`src/rtl/pconv_pkg.sv`:
```
package pconv_pkg;

    typedef enum logic [2:0] {
        ST_IDLE,
        ST_SETUP,
        ST_PULSE,
        ST_WAIT,
        ST_LATCH,
        ST_DOWN,
        ST_WAKE
    } pconv_state_e;

    // States in which the converter is selected for a conversion
    function automatic logic in_conversion(pconv_state_e s);
        return (s == ST_SETUP) || (s == ST_PULSE) || (s == ST_WAIT) || (s == ST_LATCH);
    endfunction

    function automatic int max_of(int a, int b);
        return (a > b) ? a : b;
    endfunction

endpackage

```
`src/rtl/pconv_sync.sv`:
```
module pconv_sync #(
    parameter int   STAGES  = 2,
    parameter logic RST_VAL = 1'b1
) (
    input  logic clk,
    input  logic rst_n,
    input  logic d,
    output logic rise
);
    // STAGES synchroniser flops plus one history flop for edge detection
    logic [STAGES:0] sh;

    always_ff @(posedge clk or negedge rst_n) begin
        if (!rst_n) begin
            sh <= {(STAGES + 1){RST_VAL}};
        end else begin
            sh <= {sh[STAGES-1:0], d};
        end
    end

    assign rise = sh[STAGES-1] & ~sh[STAGES];

endmodule

```
`src/rtl/pconv_timer.sv`:
```
module pconv_timer #(
    parameter int W = 8
) (
    input  logic         clk,
    input  logic         rst_n,
    input  logic         load,
    input  logic [W-1:0] load_val,
    output logic         zero
);
    logic [W-1:0] cnt;

    always_ff @(posedge clk or negedge rst_n) begin
        if (!rst_n) begin
            cnt <= '0;
        end else if (load) begin
            cnt <= load_val;
        end else if (cnt != '0) begin
            cnt <= cnt - 1'b1;
        end
    end

    assign zero = (cnt == '0);

endmodule

```
`src/rtl/pconv_ctrl.sv`:
```
module pconv_ctrl
    import pconv_pkg::*;
#(
    parameter int DATA_W      = 16,
    parameter int CLK_NS      = 10,
    parameter int SEL_SETUP   = 2,
    parameter int START_LOW   = 20,
    parameter int NAP_WAIT    = 100,
    parameter int SLEEP_WAIT  = 16_000_000,
    parameter int CONV_MAX    = 1000,
    parameter int SYNC_STAGES = 2
) (
    input  logic              clk,
    input  logic              rst_n,
    input  logic              start_req,
    input  logic              pd_req,
    input  logic              pd_deep,
    input  logic              adc_idle_i,
    input  logic [DATA_W-1:0] adc_data_i,
    output logic              adc_start_n,
    output logic              adc_sel_n,
    output logic              adc_oe_n,
    output logic              adc_run,
    output logic [DATA_W-1:0] result,
    output logic              result_vld,
    output logic              ready,
    output logic              rejected,
    output logic              timeout_err
);
    localparam int LONGEST = max_of(max_of(SEL_SETUP, START_LOW),
                                    max_of(max_of(NAP_WAIT, SLEEP_WAIT), CONV_MAX));
    localparam int TW = $clog2(LONGEST + 1);
    localparam logic [TW-1:0] LD_SETUP = TW'(SEL_SETUP - 1);
    localparam logic [TW-1:0] LD_PULSE = TW'(START_LOW - 1);
    localparam logic [TW-1:0] LD_CONV  = TW'(CONV_MAX - 1);
    localparam logic [TW-1:0] LD_NAP   = TW'(NAP_WAIT - 1);
    localparam logic [TW-1:0] LD_SLEEP = TW'(SLEEP_WAIT - 1);

    // Elaboration-time parameter checks
    if (START_LOW * CLK_NS >= 500) begin : g_pulse_too_wide
        $error("start pulse of %0d ns must stay below 500 ns", START_LOW * CLK_NS);
    end
    if (START_LOW < 1) begin : g_pulse_empty
        $error("START_LOW must be at least 1");
    end
    if (SEL_SETUP < 2) begin : g_setup_short
        $error("SEL_SETUP must be at least 2");
    end
    if (NAP_WAIT < 1 || SLEEP_WAIT < 1 || CONV_MAX < 1) begin : g_wait_empty
        $error("wait counts must be at least 1");
    end
    if (SYNC_STAGES < 2) begin : g_sync_short
        $error("SYNC_STAGES must be at least 2");
    end

    pconv_state_e  state, nxt;
    logic          mode_deep, mode_nxt;
    logic          tmr_load, tmr_zero;
    logic [TW-1:0] tmr_val;
    logic          idle_rise;
    logic          rej_nxt;
    logic          conv_expired;

    pconv_sync #(
        .STAGES (SYNC_STAGES),
        .RST_VAL(1'b1)
    ) i_idle_sync (
        .clk  (clk),
        .rst_n(rst_n),
        .d    (adc_idle_i),
        .rise (idle_rise)
    );

    pconv_timer #(
        .W(TW)
    ) i_timer (
        .clk     (clk),
        .rst_n   (rst_n),
        .load    (tmr_load),
        .load_val(tmr_val),
        .zero    (tmr_zero)
    );

    assign conv_expired = (state == ST_WAIT) && !idle_rise && tmr_zero;
    assign mode_nxt     = (state == ST_IDLE && nxt == ST_DOWN) ? pd_deep : mode_deep;

    // Next-state decision
    always_comb begin
        nxt      = state;
        tmr_load = 1'b0;
        tmr_val  = '0;
        rej_nxt  = 1'b0;
        unique case (state)
            ST_IDLE: begin
                if (pd_req) begin
                    nxt     = ST_DOWN;
                    rej_nxt = start_req;
                end else if (start_req) begin
                    nxt      = ST_SETUP;
                    tmr_load = 1'b1;
                    tmr_val  = LD_SETUP;
                end
            end
            ST_SETUP: begin
                if (tmr_zero) begin
                    nxt      = ST_PULSE;
                    tmr_load = 1'b1;
                    tmr_val  = LD_PULSE;
                end
            end
            ST_PULSE: begin
                if (tmr_zero) begin
                    nxt      = ST_WAIT;
                    tmr_load = 1'b1;
                    tmr_val  = LD_CONV;
                end
            end
            ST_WAIT: begin
                if (idle_rise) begin
                    nxt = ST_LATCH;
                end else if (tmr_zero) begin
                    nxt = ST_IDLE;
                end
            end
            ST_LATCH: begin
                nxt = ST_IDLE;
            end
            ST_DOWN: begin
                rej_nxt = start_req;
                if (!pd_req) begin
                    nxt      = ST_WAKE;
                    tmr_load = 1'b1;
                    tmr_val  = mode_deep ? LD_SLEEP : LD_NAP;
                end
            end
            ST_WAKE: begin
                rej_nxt = start_req;
                if (tmr_zero) begin
                    nxt = ST_IDLE;
                end
            end
            default: begin
                nxt = ST_IDLE;
            end
        endcase
    end

    // State register
    always_ff @(posedge clk or negedge rst_n) begin
        if (!rst_n) begin
            state     <= ST_IDLE;
            mode_deep <= 1'b0;
        end else begin
            state     <= nxt;
            mode_deep <= mode_nxt;
        end
    end

    // Registered outputs, decoded from the next state so pins change with the state
    always_ff @(posedge clk or negedge rst_n) begin
        if (!rst_n) begin
            adc_start_n <= 1'b1;
            adc_sel_n   <= 1'b1;
            adc_oe_n    <= 1'b1;
            adc_run     <= 1'b1;
            ready       <= 1'b1;
            rejected    <= 1'b0;
            result_vld  <= 1'b0;
            result      <= '0;
            timeout_err <= 1'b0;
        end else begin
            adc_start_n <= (nxt != ST_PULSE);
            adc_oe_n    <= !in_conversion(nxt);
            adc_sel_n   <= !(in_conversion(nxt) || (nxt == ST_DOWN && !mode_nxt));
            adc_run     <= (nxt != ST_DOWN);
            ready       <= (nxt == ST_IDLE);
            rejected    <= rej_nxt;
            result_vld  <= (state == ST_LATCH);
            if (state == ST_LATCH) begin
                result <= adc_data_i;
            end
            if (conv_expired) begin
                timeout_err <= 1'b1;
            end
        end
    end

endmodule

```
`config.mk`:
```
export PLATFORM = sky130hd
export DESIGN_NAME = pconv_ctrl
export DESIGN_NICKNAME = d
export VERILOG_FILES = /design/src/rtl/pconv_pkg.sv /design/src/rtl/pconv_sync.sv /design/src/rtl/pconv_timer.sv /design/src/rtl/pconv_ctrl.sv
export SDC_FILE = /design/constraint.sdc
export NUM_CORES = 1
export LEC_CHECK = 0
export BUFFER_PORTS_ARGS = -buffer_cell sky130_fd_sc_hd__buf_2
export CAP_MARGIN = 20
export CORE_ASPECT_RATIO = 2
export CORE_MARGIN = 2
export CORE_UTILIZATION = 55
export DETAILED_ROUTE_END_ITERATION = 16
export GPL_TIMING_DRIVEN = 0
export PLACE_DENSITY_LB_ADDON = 0.25
export SLEW_MARGIN = 20
export SYNTH_ARGS = -nofsm -noshare
export SYNTH_HDL_FRONTEND = slang
export SYNTH_SLANG_ARGS = --single-unit
```
`constraint.sdc`:
```
create_clock -name clk -period 3 [get_ports clk]
set_clock_uncertainty 0.2 [all_clocks]
set_input_delay 0.15 -clock clk [delete_from_list [all_inputs] [get_ports clk]]
set_output_delay 0.15 -clock clk [all_outputs]
set_load 0.005 [all_outputs]
```
==> summary by stage, run 1 <==
Run status
The flow ran to the end, and the final reports show no timing, DRC or antenna violations.

Yosys
The number of nets in the synthesized netlist is roughly 290. Ranked by instance count, the synthesized netlist is headed by sky130_fd_sc_hd__dfrtp_1, sky130_fd_sc_hd__nand2_1, sky130_fd_sc_hd__nor2_1, sky130_fd_sc_hd__a21oi_1, sky130_fd_sc_hd__mux2_2. For this run, the number of Yosys warnings is 0. The share of synthesized area in the top cell type comes to 0.436. After synthesis, the share of flip-flops with an asynchronous set or reset is 1.00.

The most area-hungry cell type in the Yosys netlist is sky130_fd_sc_hd__dfrtp_1. The most common cell in the synthesized netlist is sky130_fd_sc_hd__dfrtp_1. Counting flops and latches in the post-synthesis netlist gives 55. The number of different library cells used by synthesis comes to 52.

The synthesized area is between 2000 and 3000 sq um. The number of standard cells after synthesis is around 260. In the synthesized netlist the dominant register cell turns out to be sky130_fd_sc_hd__dfrtp_1.

The mean instance size in the synthesized netlist is approximately 10 sq um. The number of enable-type register cells in the synthesized netlist is 0. By area the synthesized netlist is led by sky130_fd_sc_hd__dfrtp_1, sky130_fd_sc_hd__dfstp_2, sky130_fd_sc_hd__mux2_2.

For this run, the register share of the synthesized area comes to 0.513.

Drt
The number of detailed-route iterations in the first pass is 4. For this run, design rule violations remaining after detail routing come to 0. The aggregate routed wire length is about 6.4 mm. The detail route stage leaves a number of antenna-violating nets equal to 0. After the first detailed-routing iteration, the DRC count stood at 49. Dividing the detail-routed via count by the number of cells gives around 5.7. The final route contains 2222 vias. The mean routed wirelength per cell is ~16 um.

Timing
The worst max-slew margin expressed relative to the limit is 0.496. The final number of max-transition violations is 0. Setup repair after global routing left no endpoint under its margin. The number of hold-slack violations in the final timing report came to 0. The worst setup margin is around 0.14 ns.

Final hold analysis gives a worst-case slack of 0.0301 ns. Summed over all failing endpoints, the final setup total negative slack is 0 ns. The actual slew at the worst max-slew pin is about 0.75 ns. Based on the critical path, the design can be clocked at up to roughly 350 MHz. Setup violations remaining at the end of the flow were counted as 0. The clock period could shrink to 2.86 ns.

Dividing the final minimum period by the clock period gives 0.955.

Pwr
The internal power of the cells totals between 900 and 1000 uW. The reported net switching power is approximately 250 uW. Of the total power, the clock network draws 0.328. The total power divided by cell area is 363 nW/um^2. The share of total power in combinational logic is 0.046. The highest ir drop seen on vdd is 0.000398 V.

The switching power share of the total is 0.213. For this design the static power due to leakage is 0.00158 uW. The share of total power dissipated in sequential elements is 0.626.

Cells and area
In the final design database the tool counted 357 nets. The signed area change from the synthesized netlist to the final layout is 21.7%. The final instance area is approximately 3300 sq um. In the final layout, the share of cells above drive strength 1 is 0.263.

The final cell count without fillers is ~390. 0 antenna diodes ended up in the layout.

Placement
In this run the tool buffered the top-level ports with 45 buffer cells. The global placement routability congestion is roughly 0.85. The cell area reported after detailed placement is 3000 sq um.

The wire-length estimate of the detail-placed layout is 4.55 mm. Before CTS, the worst setup slack after placement is between 0.2 and 0.25 ns. The total instance count after detailed placement is 363.

Setup path
The worst setup path is launched from a register. The critical path class is reg -> reg. STA puts the critical path data required time at 3.03 ns. Along the worst path, the maximum fanout reaches 4. The capturing element type of the critical path is a register. Data on the critical path arrives at its endpoint at approximately 2.9 ns. The startpoint of the most critical register-to-register path is i_timer.cnt[0]$_DFFE_PN0P_. The launching instance or port of the critical path is i_timer.cnt[0]$_DFFE_PN0P_.

Min path
The min-delay analysis places its worst path in the category in -> reg. The startpoint identified for the worst hold timing path is pd_req.

Global routing
The residual overflow from global routing is 0. The wire length of the first global-routing pass is about 10 mm. The number of global-route vias before repair came to ~2300.

The initial antenna violation count was 0. For this run, the total global-route usage over all layers was measured as 0.265. The largest net degree at the start of global routing is 56.

Clocking
Once the clock tree was built, the setup fixing pass inserted 0 buffers. Counting along the longest clock path gives a buffer depth of 2. Clock tree synthesis selected as its root buffer the cell sky130_fd_sc_hd__clkbuf_8. For this design, the sink count on the clock tree is 55. Buffers inserted during clock tree synthesis total 5. The number of levels in the clock H-tree is 2. TritonCTS built the clock tree. Clock-pin slew was measured on the worst setup and hold paths at around 0.090 ns. The clock reaches the later pin of the worst-skew pair after 0.31 ns.

Die
The die span in x is between 50 and 60 um. The number of top-level pins is between 40 and 50. From bottom edge to top edge, the die measures between 100 and 150 um. The effective utilization at floorplan is 0.560. In this run the core area contains 36 standard-cell rows. The die area is 5520 sq um. In this run the standard cell core region covers 4820 sq um.

Flow run
The number of max-cap violations is 0.
through the flow:
step                total power (uW)  utilization
CTS                             1200        0.681
detailed placement               795        0.622
finish                          1190        0.682
floorplan                        765            -
global route                    1230        0.682
global placement                 794        0.622
power by group through the flow:
stage          sequential (uW)  combinational (uW)  clock (uW)
2_1_floorplan              760                5.26           0
3_3_place_gp               760                34.3           0
3_5_place_dp               760                35.5           0
4_1_cts                    746                55.5         403
5_1_grt                    746                62.2         421
6_report                   746                55.2         391
sequential cells by signal, summed over array words and instances (netlist names):
register        cells
i_timer.cnt        24
result             16
i_idle_sync.sh      3
state               3
adc_oe_n            1
adc_run             1
adc_sel_n           1
adc_start_n         1
mode_deep           1
ready               1
rejected            1
result_vld          1
timeout_err         1
area by class of cell:
cell class	count	area (sq um)
repair buffers	65	428
flip-flops and latches	55	1390
clock inverters	1	5.00
multi-input cells	188	1240
plain buffers	10	43.8
fillers	366	1530
inverters	8	30.0
well taps	57	71.3
clock buffers	7	76.3
placed cells by master (no fill, tap or decap), types with 4 or more instances in the layout:
master / synthesis / routed
sky130_fd_sc_hd__dfrtp_1: 47 / 47
sky130_fd_sc_hd__a21o_1: 4 / 4
sky130_fd_sc_hd__nand3_1: 4 / 4
sky130_fd_sc_hd__nand4_1: 4 / 4
sky130_fd_sc_hd__inv_1: 8 / 8
sky130_fd_sc_hd__dlygate4sd3_1: 0 / 20
sky130_fd_sc_hd__dfstp_2: 8 / 8
sky130_fd_sc_hd__nand2_1: 28 / 28
sky130_fd_sc_hd__or3_1: 4 / 4
sky130_fd_sc_hd__buf_2: 2 / 46
sky130_fd_sc_hd__nor3_1: 11 / 10
sky130_fd_sc_hd__o21ai_0: 8 / 8
sky130_fd_sc_hd__mux2_2: 17 / 17
sky130_fd_sc_hd__clkbuf_8: 0 / 5
sky130_fd_sc_hd__a21oi_1: 22 / 22
sky130_fd_sc_hd__clkbuf_1: 6 / 8
sky130_fd_sc_hd__nor2_1: 23 / 23
sky130_fd_sc_hd__xor2_1: 10 / 10
sky130_fd_sc_hd__xnor2_1: 9 / 9
worst paths after layout:
check	cells after the start	end	slack [ns]
min in group asynchronous	2	i_timer.cnt[19]$_DFFE_PN0P_	0.20
hold / removal	3	adc_run$_DFF_PN1_	0.03
setup / recovery	8	adc_oe_n$_DFF_PN1_	0.14
max in group asynchronous	2	result[14]$_DFFE_PN0P_	1.93
setup reg to reg	8	adc_oe_n$_DFF_PN1_	0.14
hold reg to reg	0	i_idle_sync.sh[1]$_DFF_PN1_	0.16
per-layer routing:
layer / up-vias / part of all wire / global-route usage
li1: 1075 / - / -
met1: 1082 / 0.36 / 0.268
met2: 48 / 0.58 / 0.494
met3: 17 / 0.032 / 0.0507
met4: 0 / 0.031 / 0.126
met5: - / 0 / 0
critical path, stage by stage (launching register included):
cell,delay [ns]
sky130_fd_sc_hd__dfrtp_1,0.42
sky130_fd_sc_hd__inv_1,0.13
sky130_fd_sc_hd__ha_1,0.17
sky130_fd_sc_hd__nor4b_1,0.43
sky130_fd_sc_hd__and4_1,0.33
sky130_fd_sc_hd__a2111oi_0,0.12
sky130_fd_sc_hd__a211oi_1,0.58
sky130_fd_sc_hd__a221oi_2,0.15
sky130_fd_sc_hd__a31oi_1,0.25
kinds of logic (layout without fill, tap and decap cells):
family | Yosys count | count (layout) | synth area share
and+or+nand+nor | 94 | 94 | 0.181
AOI/OAI and AO/OA | 56 | 56 | 0.137
DFF | 55 | 55 | 0.513
xor gates and xnor gates | 19 | 19 | 0.0616
buffers and inverters | 18 | 91 | 0.0273
muxes | 17 | 17 | 0.0709
adders and majority gates | 2 | 2 | 0.00927
what timing repair did:
item / in CTS / in global routing
endpoints found under the hold margin: 66 / 0
resized for setup: 0 / 1
hold buffers: 20 / 0
setup endpoints to repair: 0 / 9
Note: power is estimated with default switching activity, not from simulation.
==> inputs of run 2 (changes only) <==
--- a/config.mk
+++ b/config.mk
@@ -9,7 +9,7 @@
 export CAP_MARGIN = 20
 export CORE_ASPECT_RATIO = 2
 export CORE_MARGIN = 2
-export CORE_UTILIZATION = 55
+export CORE_UTILIZATION = 40
 export DETAILED_ROUTE_END_ITERATION = 16
 export GPL_TIMING_DRIVEN = 0
 export PLACE_DENSITY_LB_ADDON = 0.25
==> summary by stage, run 2 (synthesis results as in run 1) <==
Run status
The run finished with clean final reports.

Timing
Setup violations remaining at the end of the flow were counted as 0. The post-layout minimum cycle time is ~2.7 ns. The final worst-path cycle share is 0.905. The worst max-slew margin expressed relative to the limit is 0.449. Setup repair after global routing left no endpoint under its margin. The number of hold-slack violations in the final timing report is 0. The final number of max-transition violations was 0. Static timing analysis puts the maximum clock frequency at between 300 and 400 MHz. For the final routed database, the setup TNS stands at 0 ns.

The actual slew at the worst max-slew pin is a little over 0.8 ns.

Cells and area
The library cell used most frequently in the layout, excluding fill and tap cells, is sky130_fd_sc_hd__dfrtp_1. In the layout the commonest cells are sky130_fd_sc_hd__dfrtp_1, sky130_fd_sc_hd__buf_2, sky130_fd_sc_hd__nand2_1. After routing the design area is 3430 sq um. The number of fill cells in the layout is 603. The register name with the most flops is i_timer.cnt. Compared with the post-synthesis result, the final layout area differs by 26.9%. The number of antenna diodes is 0. The number of flip-flops under the largest register name is 24. The largest registers in the layout are i_timer.cnt x24, result x16.

In the final layout, the share of cells above drive strength 1 is 0.275. The net count of the finished layout is roughly 360.

Drt
The number of DRC markers after the initial detailed-route iteration is 40. The final routed DRC violation total is 0. Using the TritonRoute via totals, the vias-per-cell ratio works out to between 5 and 6. The aggregate routed wire length is 6.76 mm. The mean routed wirelength per cell is 16.0 um.

The post-route antenna net violation count is 0. Across all layers, the routed design uses around 2300 vias. The number of detailed-route iterations in the first pass is 4.

Clocking
TritonCTS built the clock tree. The setup fix buffers added after clock tree synthesis is 0. For this design, the sink count on the clock tree is 55. The number of levels in the clock H-tree is 2. The number of buffers created by CTS is 5. The clock root buffer is sky130_fd_sc_hd__clkbuf_16. The clock insertion delay at the later pin of the skew report is 0.30 ns.

The clock passes through at most 2 buffers. The clock-pin slew reported for the worst setup and hold paths after clock tree synthesis is roughly 0.07 ns.

Setup path
Among the stages of the critical path, the cell type that occurs most often is sky130_fd_sc_hd__a21oi_1. The critical path's largest stage delay is about 0.44 ns. The number of cells on the worst reg-to-reg path is 8.

Of all nets on the critical path, the largest fanout is 10. The worst setup path is launched from a register. The signal on the critical path passes through clkbuf_1, inv_1, nand2_1, a21oi_1, a21oi_1, clkbuf_1, nand2_1, a21oi_1. STA classifies the critical path endpoint as a register. The critical path class is reg -> reg. In this run the worst setup path begins at state[0]$_DFF_PN0_. The combined buffer and inverter count along the critical path is 3. The instance count on the critical path is 8. The startpoint of the most critical register-to-register path is state[0]$_DFF_PN0_. The worst-path cell with the longest stage delay is sky130_fd_sc_hd__clkbuf_1. The required time of the critical path is between 3 and 4 ns. At the worst endpoint, the arrival time is around 2.7 ns.

On the critical path the largest part of the delay comes from buffers and inverters.

Die
For this configuration, the core starts out at a cell density of 0.411. The core region is 6570 sq um. The die is ~62 um wide. The number of top-level pins is 46. The die outline height is ~120 um. The row count is 42. The die area is between 7000 and 8000 sq um.

Placement
Once placement finished, the instance area stood at slightly above 3000 sq um. The global placement routability congestion is 0.876. Detailed placement finished with a half-perimeter wire length of slightly below 5 mm.

The number of buffers added on ports is 45.

Min path
The classification of the worst-slack hold path is in -> reg. The startpoint identified for the worst hold timing path is pd_req. The instance count along the most critical hold path is 3.

Global routing
The initial antenna violation count is 0. The first global-routing pass estimated around 11 mm of wire. The total track usage is 0.206.

The largest net degree at the start of global routing is 56. Summed over all layers, the global routing overflow is 0. The number of global-route vias before repair is 2430.

Pwr
For this design the static power due to leakage is approximately 0.0016 uW. Overall power consumption after layout is estimated at ~1500 uW. IR analysis of the VDD net gives a maximum drop of around 0.00065 V. The total power divided by cell area is between 400 and 500 nW/um^2.

Flow run
The number of max-cap violations is 0.
==> run 2: repair_timing <==
item	in CTS	in global routing
setup endpoints to repair	0	10
endpoints found under the hold margin	66	0
hold buffers	20	0
resized for setup	0	3
==> run 2: report_power, final <==
group	internal, uW	switching [uW]
combinational	29.3	26.8
sequential	745	0.903
clock	399	280
==> run 2: cell type report <==
type / count / area [sq um] / area share
buffer: 10 / 43.8 / 0.0128
clock buffer: 5 / 125 / 0.0365
clock inverter: 3 / 47.5 / 0.0139
inverter: 8 / 30.0 / 0.00876
multi-input combinational: 188 / 1260 / 0.367
sequential: 55 / 1390 / 0.405
tap: 88 / 110 / 0.0321
timing repair buffer: 65 / 428 / 0.125
==> run 2: per-stage QoR <==
step	setup WS (ns)	std cells	hold slack, ns	utilization
4_1_cts	0.126	422	0.0433	0.519
6_report	0.284	422	0.0556	0.522
5_1_grt	0.0454	422	0.0862	0.522
2_1_floorplan	0.648	261	-0.346	-
3_3_place_gp	0.164	394	0.0574	0.462
3_5_place_dp	0.155	394	0.0426	0.462
==> run 2: worst paths after layout <==
check,endpoint,slack [ns]
setup / recovery,i_timer.cnt[21]$_DFFE_PN0P_,0.28
hold / removal,adc_run$_DFF_PN1_,0.06
setup reg to reg,i_timer.cnt[21]$_DFFE_PN0P_,0.28
hold reg to reg,i_idle_sync.sh[1]$_DFF_PN1_,0.16
max in group asynchronous,result[2]$_DFFE_PN0P_,1.89
min in group asynchronous,rejected$_DFF_PN0_,0.23
==> run 2: per-layer routing <==
metal,GRT usage,up-vias,routed length [um]
li1,-,1071,-
met1,0.215,1116,2350
met2,0.355,61,3850
met3,0.0332,22,219
met4,0.133,0,346
met5,0,-,0
==> run 2: worst register-to-register path, stage by stage (launching register included) <==
cell                       delay [ns]
sky130_fd_sc_hd__dfrtp_1         0.35
sky130_fd_sc_hd__clkbuf_1        0.35
sky130_fd_sc_hd__inv_1           0.25
sky130_fd_sc_hd__nand2_1         0.17
sky130_fd_sc_hd__a21oi_1         0.16
sky130_fd_sc_hd__a21oi_1         0.43
sky130_fd_sc_hd__clkbuf_1        0.44
sky130_fd_sc_hd__nand2_1         0.11
sky130_fd_sc_hd__a21oi_1         0.18
